<file path="src/rtl/scrub_pkg.sv">
package scrub_pkg;

    typedef enum logic [3:0] {
        S_IDLE     = 4'd0,
        S_STAT_RD  = 4'd1,
        S_STAT_WT  = 4'd2,
        S_CTRL_RD  = 4'd3,
        S_CTRL_WT  = 4'd4,
        S_ADDR_WR  = 4'd5,
        S_ADDR_RD  = 4'd6,
        S_ADDR_WT  = 4'd7,
        S_FRM_PICK = 4'd8,
        S_FRM_ADDR = 4'd9,
        S_GOLD     = 4'd10,
        S_DATA_WR  = 4'd11
    } scrub_state_e;

    typedef enum logic [1:0] {
        ERR_NONE    = 2'd0,
        ERR_STATUS  = 2'd1,
        ERR_CONTROL = 2'd2,
        ERR_ADDR    = 2'd3
    } scrub_err_e;

    localparam logic [1:0] SEL_STATUS  = 2'd0;
    localparam logic [1:0] SEL_CONTROL = 2'd1;
    localparam logic [1:0] SEL_FADDR   = 2'd2;
    localparam logic [1:0] SEL_FDATA   = 2'd3;

endpackage

</file>
<file path="src/rtl/scrub_gap_timer.sv">
module scrub_gap_timer #(
    parameter int GAP_W   = 18,
    parameter int DEF_GAP = 238250
) (
    input  logic             clk,
    input  logic             rst_n,
    input  logic             load_i,
    input  logic [GAP_W-1:0] len_i,
    output logic             expired_o
);

    localparam logic [GAP_W-1:0] DEF_LEN = GAP_W'(DEF_GAP);

    logic [GAP_W-1:0] cnt_d, cnt_q;

    always_comb begin
        cnt_d = cnt_q;
        if (load_i) begin
            cnt_d = (len_i == '0) ? DEF_LEN : len_i;
        end else if (cnt_q != '0) begin
            cnt_d = cnt_q - 1'b1;
        end
    end

    always_ff @(posedge clk) begin
        if (!rst_n) cnt_q <= '0;
        else        cnt_q <= cnt_d;
    end

    assign expired_o = (cnt_q == '0);

    // Interval drains by exactly one per cycle unless reloaded
    assert_gap_countdown_R7: assert property (@(posedge clk) disable iff (!rst_n)
        (!load_i && !expired_o) |=> (cnt_q == $past(cnt_q) - 1'b1));

endmodule

</file>
<file path="src/rtl/scrub_frame_cursor.sv">
module scrub_frame_cursor #(
    parameter  int NUM_FRAMES  = 64,
    parameter  int FRAME_WORDS = 41,
    localparam int FIDX_W      = (NUM_FRAMES  > 1) ? $clog2(NUM_FRAMES)  : 1,
    localparam int WIDX_W      = (FRAME_WORDS > 1) ? $clog2(FRAME_WORDS) : 1
) (
    input  logic                  clk,
    input  logic                  rst_n,
    input  logic                  clear_i,
    input  logic                  skip_i,
    input  logic                  adv_i,
    input  logic [NUM_FRAMES-1:0] frame_mask_i,
    output logic [FIDX_W-1:0]     frame_o,
    output logic [WIDX_W-1:0]     word_o,
    output logic                  masked_o,
    output logic                  last_frame_o,
    output logic                  last_word_o
);

    localparam int                MASK_SLOTS = 1 << FIDX_W;
    localparam logic [FIDX_W-1:0] LAST_FRM   = FIDX_W'(NUM_FRAMES - 1);
    localparam logic [WIDX_W-1:0] LAST_WRD   = WIDX_W'(FRAME_WORDS - 1);

    typedef struct packed {
        logic [FIDX_W-1:0] frame;
        logic [WIDX_W-1:0] word;
    } cursor_t;

    cursor_t cur_d, cur_q;
    logic [MASK_SLOTS-1:0] mask_pad;

    // Unused index slots read as masked so they can never be written
    for (genvar g = 0; g < MASK_SLOTS; g++) begin : g_mask
        if (g < NUM_FRAMES) begin : g_real
            assign mask_pad[g] = frame_mask_i[g];
        end else begin : g_pad
            assign mask_pad[g] = 1'b1;
        end
    end

    assign last_frame_o = (cur_q.frame == LAST_FRM);
    assign last_word_o  = (cur_q.word == LAST_WRD);
    assign masked_o     = mask_pad[cur_q.frame];
    assign frame_o      = cur_q.frame;
    assign word_o       = cur_q.word;

    always_comb begin
        cur_d = cur_q;
        if (clear_i) begin
            cur_d = '0;
        end else if (skip_i) begin
            cur_d.word = '0;
            if (!last_frame_o) cur_d.frame = cur_q.frame + 1'b1;
        end else if (adv_i) begin
            if (!last_word_o) begin
                cur_d.word = cur_q.word + 1'b1;
            end else begin
                cur_d.word = '0;
                if (!last_frame_o) cur_d.frame = cur_q.frame + 1'b1;
            end
        end
    end

    always_ff @(posedge clk) begin
        if (!rst_n) cur_q <= '0;
        else        cur_q <= cur_d;
    end

    assert_word_range_R5: assert property (@(posedge clk) disable iff (!rst_n)
        cur_q.word <= LAST_WRD);

    assert_frame_range_R5: assert property (@(posedge clk) disable iff (!rst_n)
        cur_q.frame <= LAST_FRM);

endmodule

</file>
<file path="src/rtl/scrub_sequencer.sv">
module scrub_sequencer
    import scrub_pkg::*;
#(
    parameter  int NUM_FRAMES  = 64,
    parameter  int FRAME_WORDS = 41,
    parameter  int GAP_W       = 18,
    parameter  int DEF_GAP     = 238250,
    parameter  int PCNT_W      = 16,
    localparam int FIDX_W      = (NUM_FRAMES  > 1) ? $clog2(NUM_FRAMES)  : 1,
    localparam int WIDX_W      = (FRAME_WORDS > 1) ? $clog2(FRAME_WORDS) : 1
) (
    input  logic                  clk,
    input  logic                  rst_n,
    input  logic                  start_i,
    input  logic [GAP_W-1:0]      gap_len_i,
    input  logic [NUM_FRAMES-1:0] frame_mask_i,
    input  logic [31:0]           far_base_i,
    input  logic [31:0]           stat_mask_i,
    input  logic [31:0]           stat_expect_i,
    input  logic [31:0]           ctrl_expect_i,
    output logic                  cfg_valid_o,
    input  logic                  cfg_ready_i,
    output logic                  cfg_write_o,
    output logic [1:0]            cfg_sel_o,
    output logic [31:0]           cfg_wdata_o,
    input  logic                  cfg_rvalid_i,
    input  logic [31:0]           cfg_rdata_i,
    output logic                  gold_req_o,
    output logic [FIDX_W-1:0]     gold_frame_o,
    output logic [WIDX_W-1:0]     gold_word_o,
    input  logic                  gold_valid_i,
    input  logic [31:0]           gold_data_i,
    output logic                  busy_o,
    output logic                  done_o,
    output logic                  err_o,
    output logic [1:0]            err_code_o,
    output logic [PCNT_W-1:0]     pass_count_o
);

    typedef struct packed {
        scrub_state_e      st;
        logic [31:0]       base;
        logic [31:0]       wd;
        logic              err;
        scrub_err_e        code;
        logic [PCNT_W-1:0] pcnt;
        logic              done;
    } ctl_t;

    ctl_t ctl_d, ctl_q;

    logic              gap_load, gap_expired;
    logic              cur_clear, cur_skip, cur_adv;
    logic              cur_masked, cur_last_frame, cur_last_word;
    logic [FIDX_W-1:0] cur_frame;
    logic [WIDX_W-1:0] cur_word;

    scrub_gap_timer #(
        .GAP_W  (GAP_W),
        .DEF_GAP(DEF_GAP)
    ) u_gap (
        .clk      (clk),
        .rst_n    (rst_n),
        .load_i   (gap_load),
        .len_i    (gap_len_i),
        .expired_o(gap_expired)
    );

    scrub_frame_cursor #(
        .NUM_FRAMES (NUM_FRAMES),
        .FRAME_WORDS(FRAME_WORDS)
    ) u_cursor (
        .clk         (clk),
        .rst_n       (rst_n),
        .clear_i     (cur_clear),
        .skip_i      (cur_skip),
        .adv_i       (cur_adv),
        .frame_mask_i(frame_mask_i),
        .frame_o     (cur_frame),
        .word_o      (cur_word),
        .masked_o    (cur_masked),
        .last_frame_o(cur_last_frame),
        .last_word_o (cur_last_word)
    );

    always_comb begin
        ctl_d      = ctl_q;
        ctl_d.done = 1'b0;
        gap_load   = 1'b0;
        cur_clear  = 1'b0;
        cur_skip   = 1'b0;
        cur_adv    = 1'b0;

        case (ctl_q.st)
            S_IDLE: begin
                if (start_i && gap_expired) begin
                    ctl_d.st   = S_STAT_RD;
                    ctl_d.base = far_base_i;
                    cur_clear  = 1'b1;
                end
            end
            S_STAT_RD: if (cfg_ready_i) ctl_d.st = S_STAT_WT;
            S_STAT_WT: begin
                if (cfg_rvalid_i) begin
                    if ((cfg_rdata_i & stat_mask_i) == stat_expect_i) begin
                        ctl_d.st = S_CTRL_RD;
                    end else begin
                        ctl_d.st   = S_IDLE;
                        ctl_d.err  = 1'b1;
                        ctl_d.code = ERR_STATUS;
                        gap_load   = 1'b1;
                    end
                end
            end
            S_CTRL_RD: if (cfg_ready_i) ctl_d.st = S_CTRL_WT;
            S_CTRL_WT: begin
                if (cfg_rvalid_i) begin
                    if (cfg_rdata_i == ctrl_expect_i) begin
                        ctl_d.st = S_ADDR_WR;
                    end else begin
                        ctl_d.st   = S_IDLE;
                        ctl_d.err  = 1'b1;
                        ctl_d.code = ERR_CONTROL;
                        gap_load   = 1'b1;
                    end
                end
            end
            S_ADDR_WR: if (cfg_ready_i) ctl_d.st = S_ADDR_RD;
            S_ADDR_RD: if (cfg_ready_i) ctl_d.st = S_ADDR_WT;
            S_ADDR_WT: begin
                if (cfg_rvalid_i) begin
                    if (cfg_rdata_i == ctl_q.base) begin
                        ctl_d.st = S_FRM_PICK;
                    end else begin
                        ctl_d.st   = S_IDLE;
                        ctl_d.err  = 1'b1;
                        ctl_d.code = ERR_ADDR;
                        gap_load   = 1'b1;
                    end
                end
            end
            S_FRM_PICK: begin
                if (!cur_masked) begin
                    ctl_d.st = S_FRM_ADDR;
                end else if (cur_last_frame) begin
                    ctl_d.st   = S_IDLE;
                    ctl_d.done = 1'b1;
                    if (!(&ctl_q.pcnt)) ctl_d.pcnt = ctl_q.pcnt + 1'b1;
                    gap_load   = 1'b1;
                end else begin
                    cur_skip = 1'b1;
                end
            end
            S_FRM_ADDR: if (cfg_ready_i) ctl_d.st = S_GOLD;
            S_GOLD: begin
                if (gold_valid_i) begin
                    ctl_d.wd = gold_data_i;
                    ctl_d.st = S_DATA_WR;
                end
            end
            S_DATA_WR: begin
                if (cfg_ready_i) begin
                    cur_adv = 1'b1;
                    if (!cur_last_word) begin
                        ctl_d.st = S_GOLD;
                    end else if (!cur_last_frame) begin
                        ctl_d.st = S_FRM_PICK;
                    end else begin
                        ctl_d.st   = S_IDLE;
                        ctl_d.done = 1'b1;
                        if (!(&ctl_q.pcnt)) ctl_d.pcnt = ctl_q.pcnt + 1'b1;
                        gap_load   = 1'b1;
                    end
                end
            end
            default: ctl_d.st = S_IDLE;
        endcase
    end

    always_ff @(posedge clk) begin
        if (!rst_n) ctl_q <= '0;
        else        ctl_q <= ctl_d;
    end

    always_comb begin
        cfg_valid_o = 1'b0;
        cfg_write_o = 1'b0;
        cfg_sel_o   = SEL_STATUS;
        cfg_wdata_o = '0;
        case (ctl_q.st)
            S_STAT_RD: cfg_valid_o = 1'b1;
            S_CTRL_RD: begin
                cfg_valid_o = 1'b1;
                cfg_sel_o   = SEL_CONTROL;
            end
            S_ADDR_WR: begin
                cfg_valid_o = 1'b1;
                cfg_write_o = 1'b1;
                cfg_sel_o   = SEL_FADDR;
                cfg_wdata_o = ctl_q.base;
            end
            S_ADDR_RD: begin
                cfg_valid_o = 1'b1;
                cfg_sel_o   = SEL_FADDR;
            end
            S_FRM_ADDR: begin
                cfg_valid_o = 1'b1;
                cfg_write_o = 1'b1;
                cfg_sel_o   = SEL_FADDR;
                cfg_wdata_o = ctl_q.base + 32'(cur_frame);
            end
            S_DATA_WR: begin
                cfg_valid_o = 1'b1;
                cfg_write_o = 1'b1;
                cfg_sel_o   = SEL_FDATA;
                cfg_wdata_o = ctl_q.wd;
            end
            default: ;
        endcase
    end

    assign gold_req_o   = (ctl_q.st == S_GOLD);
    assign gold_frame_o = cur_frame;
    assign gold_word_o  = cur_word;
    assign busy_o       = (ctl_q.st != S_IDLE);
    assign done_o       = ctl_q.done;
    assign err_o        = ctl_q.err;
    assign err_code_o   = ctl_q.code;
    assign pass_count_o = ctl_q.pcnt;

    assert_start_after_gap_R7: assert property (@(posedge clk) disable iff (!rst_n)
        $rose(busy_o) |-> $past(gap_expired));

    assert_hold_request_R10: assert property (@(posedge clk) disable iff (!rst_n)
        (cfg_valid_o && !cfg_ready_i) |=> (cfg_valid_o && $stable(cfg_write_o)
                                           && $stable(cfg_sel_o) && $stable(cfg_wdata_o)));

    assert_err_sticky_R6: assert property (@(posedge clk) disable iff (!rst_n)
        err_o |=> err_o);

    assert_done_pulse_R8: assert property (@(posedge clk) disable iff (!rst_n)
        done_o |=> !done_o);

    assert_done_idle_R8: assert property (@(posedge clk) disable iff (!rst_n)
        done_o |-> !busy_o);

    assert_no_masked_write_R5: assert property (@(posedge clk) disable iff (!rst_n)
        (cfg_valid_o && cfg_sel_o == SEL_FDATA) |-> !cur_masked);

    assert_count_saturates_R9: assert property (@(posedge clk) disable iff (!rst_n)
        (&pass_count_o) |=> (&pass_count_o));

endmodule

</file>
<file path="config.mk">
export PLATFORM = sky130hd
export DESIGN_NAME = scrub_sequencer
export DESIGN_NICKNAME = d
export VERILOG_FILES = /design/src/rtl/scrub_pkg.sv /design/src/rtl/scrub_gap_timer.sv /design/src/rtl/scrub_frame_cursor.sv /design/src/rtl/scrub_sequencer.sv
export SDC_FILE = /design/constraint.sdc
export NUM_CORES = 1
export LEC_CHECK = 0
export BUFFER_PORTS_ARGS = -buffer_cell sky130_fd_sc_hd__buf_2
export CAP_MARGIN = 30
export CELL_PAD_IN_SITES_DETAIL_PLACEMENT = 1
export CELL_PAD_IN_SITES_GLOBAL_PLACEMENT = 2
export CORE_UTILIZATION = 29
export CTS_CLUSTER_DIAMETER = 30
export CTS_CLUSTER_SIZE = 28
export DETAILED_ROUTE_END_ITERATION = 7
export GPL_TIMING_DRIVEN = 1
export HOLD_SLACK_MARGIN = 0.06
export PLACE_DENSITY_LB_ADDON = 0.1
export SYNTH_ARGS = -nofsm -noshare
export SYNTH_HDL_FRONTEND = slang
export SYNTH_SLANG_ARGS = --single-unit
export TNS_END_PERCENT = 1
</file>
<file path="constraint.sdc">
create_clock -name clk -period 6.5 [get_ports clk]
set_input_delay 0.325 -clock clk [delete_from_list [all_inputs] [get_ports clk]]
set_output_delay 0.325 -clock clk [all_outputs]
set_load 0.01 [all_outputs]
</file>
-- Word level (Yosys, flattened, before mapping)
Index checks and enable logic that the tools add are counted.
W data, S select, Z words.
- output and inout port bits: 70
- register bits after elaboration: 118
- bits of input ports: 280
- logic and storage cells: 138
- equal/unequal tests: 33
- $lt $le $gt $ge: 1
- $add $sub $neg: 5
- bitwise gates (word level): 2
- mux-type cells: 64
- reductions and logical operators: 23
- operators with widths (operator ; count):
    $eq A32 B32 Y1 ; 3
    $pmux W32 S3 ; 1
    $mux W17 ; 4
    $mux W4 ; 15
    $mux W18 ; 3
    $pmux W4 S12 ; 1
    $logic_not A18 Y1 ; 2
    $mux W36 ; 1
    $pmux W17 S2 ; 1
    $add A32 B6 Y32 ; 1
    $and A32 B32 Y32 ; 1
    $ne A2 B2 Y1 const B ; 15
    $mux W12 ; 2
    $mux W3 ; 7
    $mux W1 ; 20
    $mux W6 ; 3
    $reduce_bool A18 Y1 ; 1
    $sub A18 B1 Y18 const B ; 1
    $add A16 B1 Y16 const B ; 1
    $eq A4 B3 Y1 const B ; 4
    $eq A4 B4 Y1 const B ; 4
    $mux W16 ; 1
    $reduce_and A16 Y1 ; 1
    $add A6 B1 Y6 const B ; 2
    other kinds (24) ; 33

-- Depth between registers and ports, before layout
- depth after elaboration: 6
- gate-level depth with buffers: 11
- mapped depth without buffers: 11

-- Cells and area by module
From an unflattened synthesis, not the netlist that was laid out.
- cells, all modules: 1079
- area total of the unflattened synthesis: 8453.1 µm²
- modules (own cells, without submodules) (module ; cells an instance ; instances ; seq. area each (µm²) ; area each (µm²)):
    scrub_sequencer ; 852 ; 1 ; 1761.7 ; 6232.2
    scrub_frame_cursor ; 103 ; 1 ; 240.2 ; 1144.8
    scrub_gap_timer ; 124 ; 1 ; 360.3 ; 1076.0

-- Worst setup path after synthesis
No wires, ideal clock.
- kind: register to output
- start point: register u_cursor.cur_q (netlist bit u_cursor.frame_o[1])
- end point: output port cfg_wdata_o[24]
- path slack: 3.117 ns
- data arrival time: 3.058 ns
- cell stages (with the launch flop): 11
- cell sequence: dfxtp_1 > clkbuf_8 > inv_1 > fa_1 > nor2b_1 > o21ai_0 > a21oi_1 > o21ai_0 > a2111oi_2 > nand2_1 > o311ai_0
- cells in the longest elaborated chain, start to end: 2
- ends and longest elaborated chain (what ; line ; text):
    from (decl) ; scrub_frame_cursor.sv:29 ; cursor_t cur_d, cur_q;
    from (signal assigned) ; scrub_frame_cursor.sv:66 ; else cur_q <= cur_d;
    $add A32 B6 Y32 ; scrub_sequencer.sv:210 ; cfg_wdata_o = ctl_q.base + 32'(cur_frame);
    $pmux W32 S3 ; scrub_sequencer.sv:190 ; case (ctl_q.st)
    to (decl) ; scrub_sequencer.sv:25 ; output logic [31:0] cfg_wdata_o,
No other way between the ends.

-- Worst setup path in the final report
- start point: register u_cursor.cur_q (netlist bit u_cursor.frame_o[0])
- end point: output port cfg_wdata_o[28]
The elaborated chain is that of the path after synthesis.

==> reports/results.ini <==
[status]
status = finished clean

[route]
ant_nets = 0
postRouteWirelength_mm = 38.58
viasPerCell = 5.159
drtPass1Iterations = 4
drc = 0
first_iter_violations = 482
wl_per_cell_um = 21.17
vias = 9399

[cts]
post_cts_buffers = 0
cts_max_path_buffers = 2
clk_pin_slew_ns = 0.07
cts_buffers = 17
cts_resized = 0
cts_hold_buf = 0
cts_root_buffer = clkbuf_16
cts_tree = yes
cts_sinks = 118
cts.htree.levels = 4
insertion_delay_ns = 0.43

[global_route]
busiest_layer = met2
grt_pass1_vias = 9551
grtUsageMet2_pct = 40.92
grt_first_pass_wirelength_mm = 57.62
grtUsageMet1_pct = 33.28
grt_max_degree = 58
track_usage_pct = 24.97
grt_overflow = 0
grt_use_met3_pct = 3.285
antenna_found_initial = 5

[floorplan]
die_w_um = 174.9
core_area_um2 = 29010
dieArea_um2 = 30570
die_height_um = 174.9
start_util_pct = 29.86
ios = 350
num_rows = 62

[placed_design]
numPortBuffers = 349
gp_congestion = 0.8818
dp.cells = 1785
dpl.hpwl_mm = 30.64

[timing]
skew_ns = 0.01378
max_freq_mhz = 220.7
maxSlewHeadroom_pct = 38.80
tightest_slew_ns = 0.9162
period_minus_slack_ns = 4.531
hold_viol_final = 0
rsz0062_at_grt = no
final.period_utilization_pct = 69.70
finalSetupViolCount = 0
fin_tns_setup_ns = 0
slew_viol_final = 0

[cells_and_area]
drive_gt1_share_pct = 30.50
areaGrowthSynthToFinish_pct = 28.20
fillCellCount = 3665
nNetsFinal = 1713
final_common_cell = buf_2
instances_no_fill = 1822
layout_common_cells = buf_2, nand2_1, dfxtp_1
final_core_util_pct = 38.29

[synthesis]
synthArstFlopShare_pct = 0
syn-instance-count = 1123
synthMuxAreaShare_pct = 7.466
synth-xor-area-share_pct = 12.43
yosysWarnings = 0
ys_seq_elements = 118
synth-edff-count = 0
synth_fa_ha_area_share_pct = 1.964
synthTopCellsByArea = dfxtp_1, nand2_1, xnor2_1, a21oi_1, xor2_1
synth_area_um2 = 8665
synth_seq_area_share_pct = 27.26
synth-simple-area-share_pct = 25.66
synth_top_family_by_area = simple AND/OR/NAND/NOR gates
synth_fp_nets = 1416
ys_types = 88
synth_area_leader_cell = dfxtp_1
synth_compound_area_share_pct = 17.98
avgSynthCellArea_um2 = 7.716
ys.flop_type = dfxtp_1
synth_top_area_share_pct = 27.26

[job]
cap_violations = 0

[setup_path]
crit_chain = buf_4, ha_1, inv_1, fa_1, nor2b_1, o21ai_0, a21oi_1, o21ai_0, a2111oi_2, a31oi_1, a31oi_1, a21o_1, buf_2
cp-end-kind = output port
cpPeakStageDelay_ns = 0.94
worst-setup-path-type = flop to output port
startpoint_type = flop
required_ns = 6.17
arrival_ns = 4.21
cp_max_fo = 25
cpMaxStageDelayCell = a2111oi_2

[pwr]
p_leak_nw = 4.642
peakVddDrop_mv = 0.1754
power_density_nw_per_um2 = 233.4
power.total_mw = 2.593

[worst_hold_path]
hold_class = input pin to flop

sequential cells by signal, summed over array words and instances (netlist names):
signal / cells
u_cursor.word_o: 6
u_gap.cnt_q: 18
err_code_o: 2
pass_count_o: 16
done_o: 1
ctl_q: 68
u_cursor.frame_o: 6
err_o: 1
synthesized netlist by cell type, drive strengths merged (28+ instances only):
cell / count
o21ai: 45
a21oi: 92
nand2: 255
nor2: 47
xnor2: 76
inv: 28
buf: 29
nand3: 34
clkbuf: 53
dfxtp: 118
mux2i: 35
xor2: 47
power breakdown:
| group | leakage [nW] | internal, mW | switching (mW) |
|---|---|---|---|
| clock | 0.271 | 0.545 | 0.396 |
| sequential | 0.954 | 0.794 | 0.102 |
| combinational | 3.42 | 0.328 | 0.428 |
| total | 4.64 | 1.67 | 0.925 |
routing by layer:
metal	up-vias	routed length [µm]
met5	-	0
met2	285	17960
met4	0	977
li1	4560	-
met1	4515	17960
met3	39	1678
critical path, delay by kind of cell, from the launching register on:
| family | cells | cell delay [ns] |
|---|---|---|
| fa+ha+maj | 2 | 0.61 |
| simple gates | 1 | 0.17 |
| buf+inv | 3 | 0.49 |
| compound gates | 7 | 2.19 |
| flops | 1 | 0.31 |
per-stage QoR:
| step | hold slack (ns) | cell area, µm² | setup WS (ns) |
|---|---|---|---|
| 2_1_floorplan | 0.4317 | 8665 | 3.117 |
| 3_3_place_gp | 0.4329 | 10460 | 2.516 |
| 3_5_place_dp | 0.4453 | 10520 | 2.468 |
| 4_1_cts | 0.1254 | 11100 | 1.994 |
| 5_1_grt | 0.1370 | 11110 | 1.605 |
| 6_report | 0.1363 | 11110 | 1.970 |
cell type report:
cell class                 instances  area, µm²  area share [%]
multi-input combinational        892       5680           51.14
tap                              384      480.5           4.325
antenna                            5      12.51          0.1126
inverter                          28      105.1          0.9462
sequential                       118       2362           21.27
clock inverter                    14      138.9           1.250
timing repair buffer             363       1889           17.01
clock buffer                      18      439.2           3.954
cells by family (layout without fill, tap and decap cells):
logic type | after synthesis | after routing
AOI/OAI and AO/OA | 236 | 236
xor gates and xnor gates | 123 | 123
adders and majority gates | 13 | 13
buffers and inverters | 113 | 423
DFF | 118 | 118
muxes | 49 | 49
other | 0 | 5
and+or+nand+nor | 471 | 471
path summary, 6_finish.rpt:
check / cells after the start / endpoint / start / slack [ns]
hold reg to reg: 2 / err_o$_SDFFE_PN0P_ / err_o$_SDFFE_PN0P_ / 0.45
hold / removal: 3 / ctl_q[78]$_SDFFE_PN0P_ / far_base_i[26] / 0.14
setup reg to reg: 8 / u_cursor.frame_o[2]$_SDFFE_PP0P_ / u_gap.cnt_q[2]$_SDFFE_PN0P_ / 3.26
setup / recovery: 13 / cfg_wdata_o[28] / u_cursor.frame_o[0]$_SDFFE_PP0P_ / 1.97
Power figures use the tool's default switching activity.
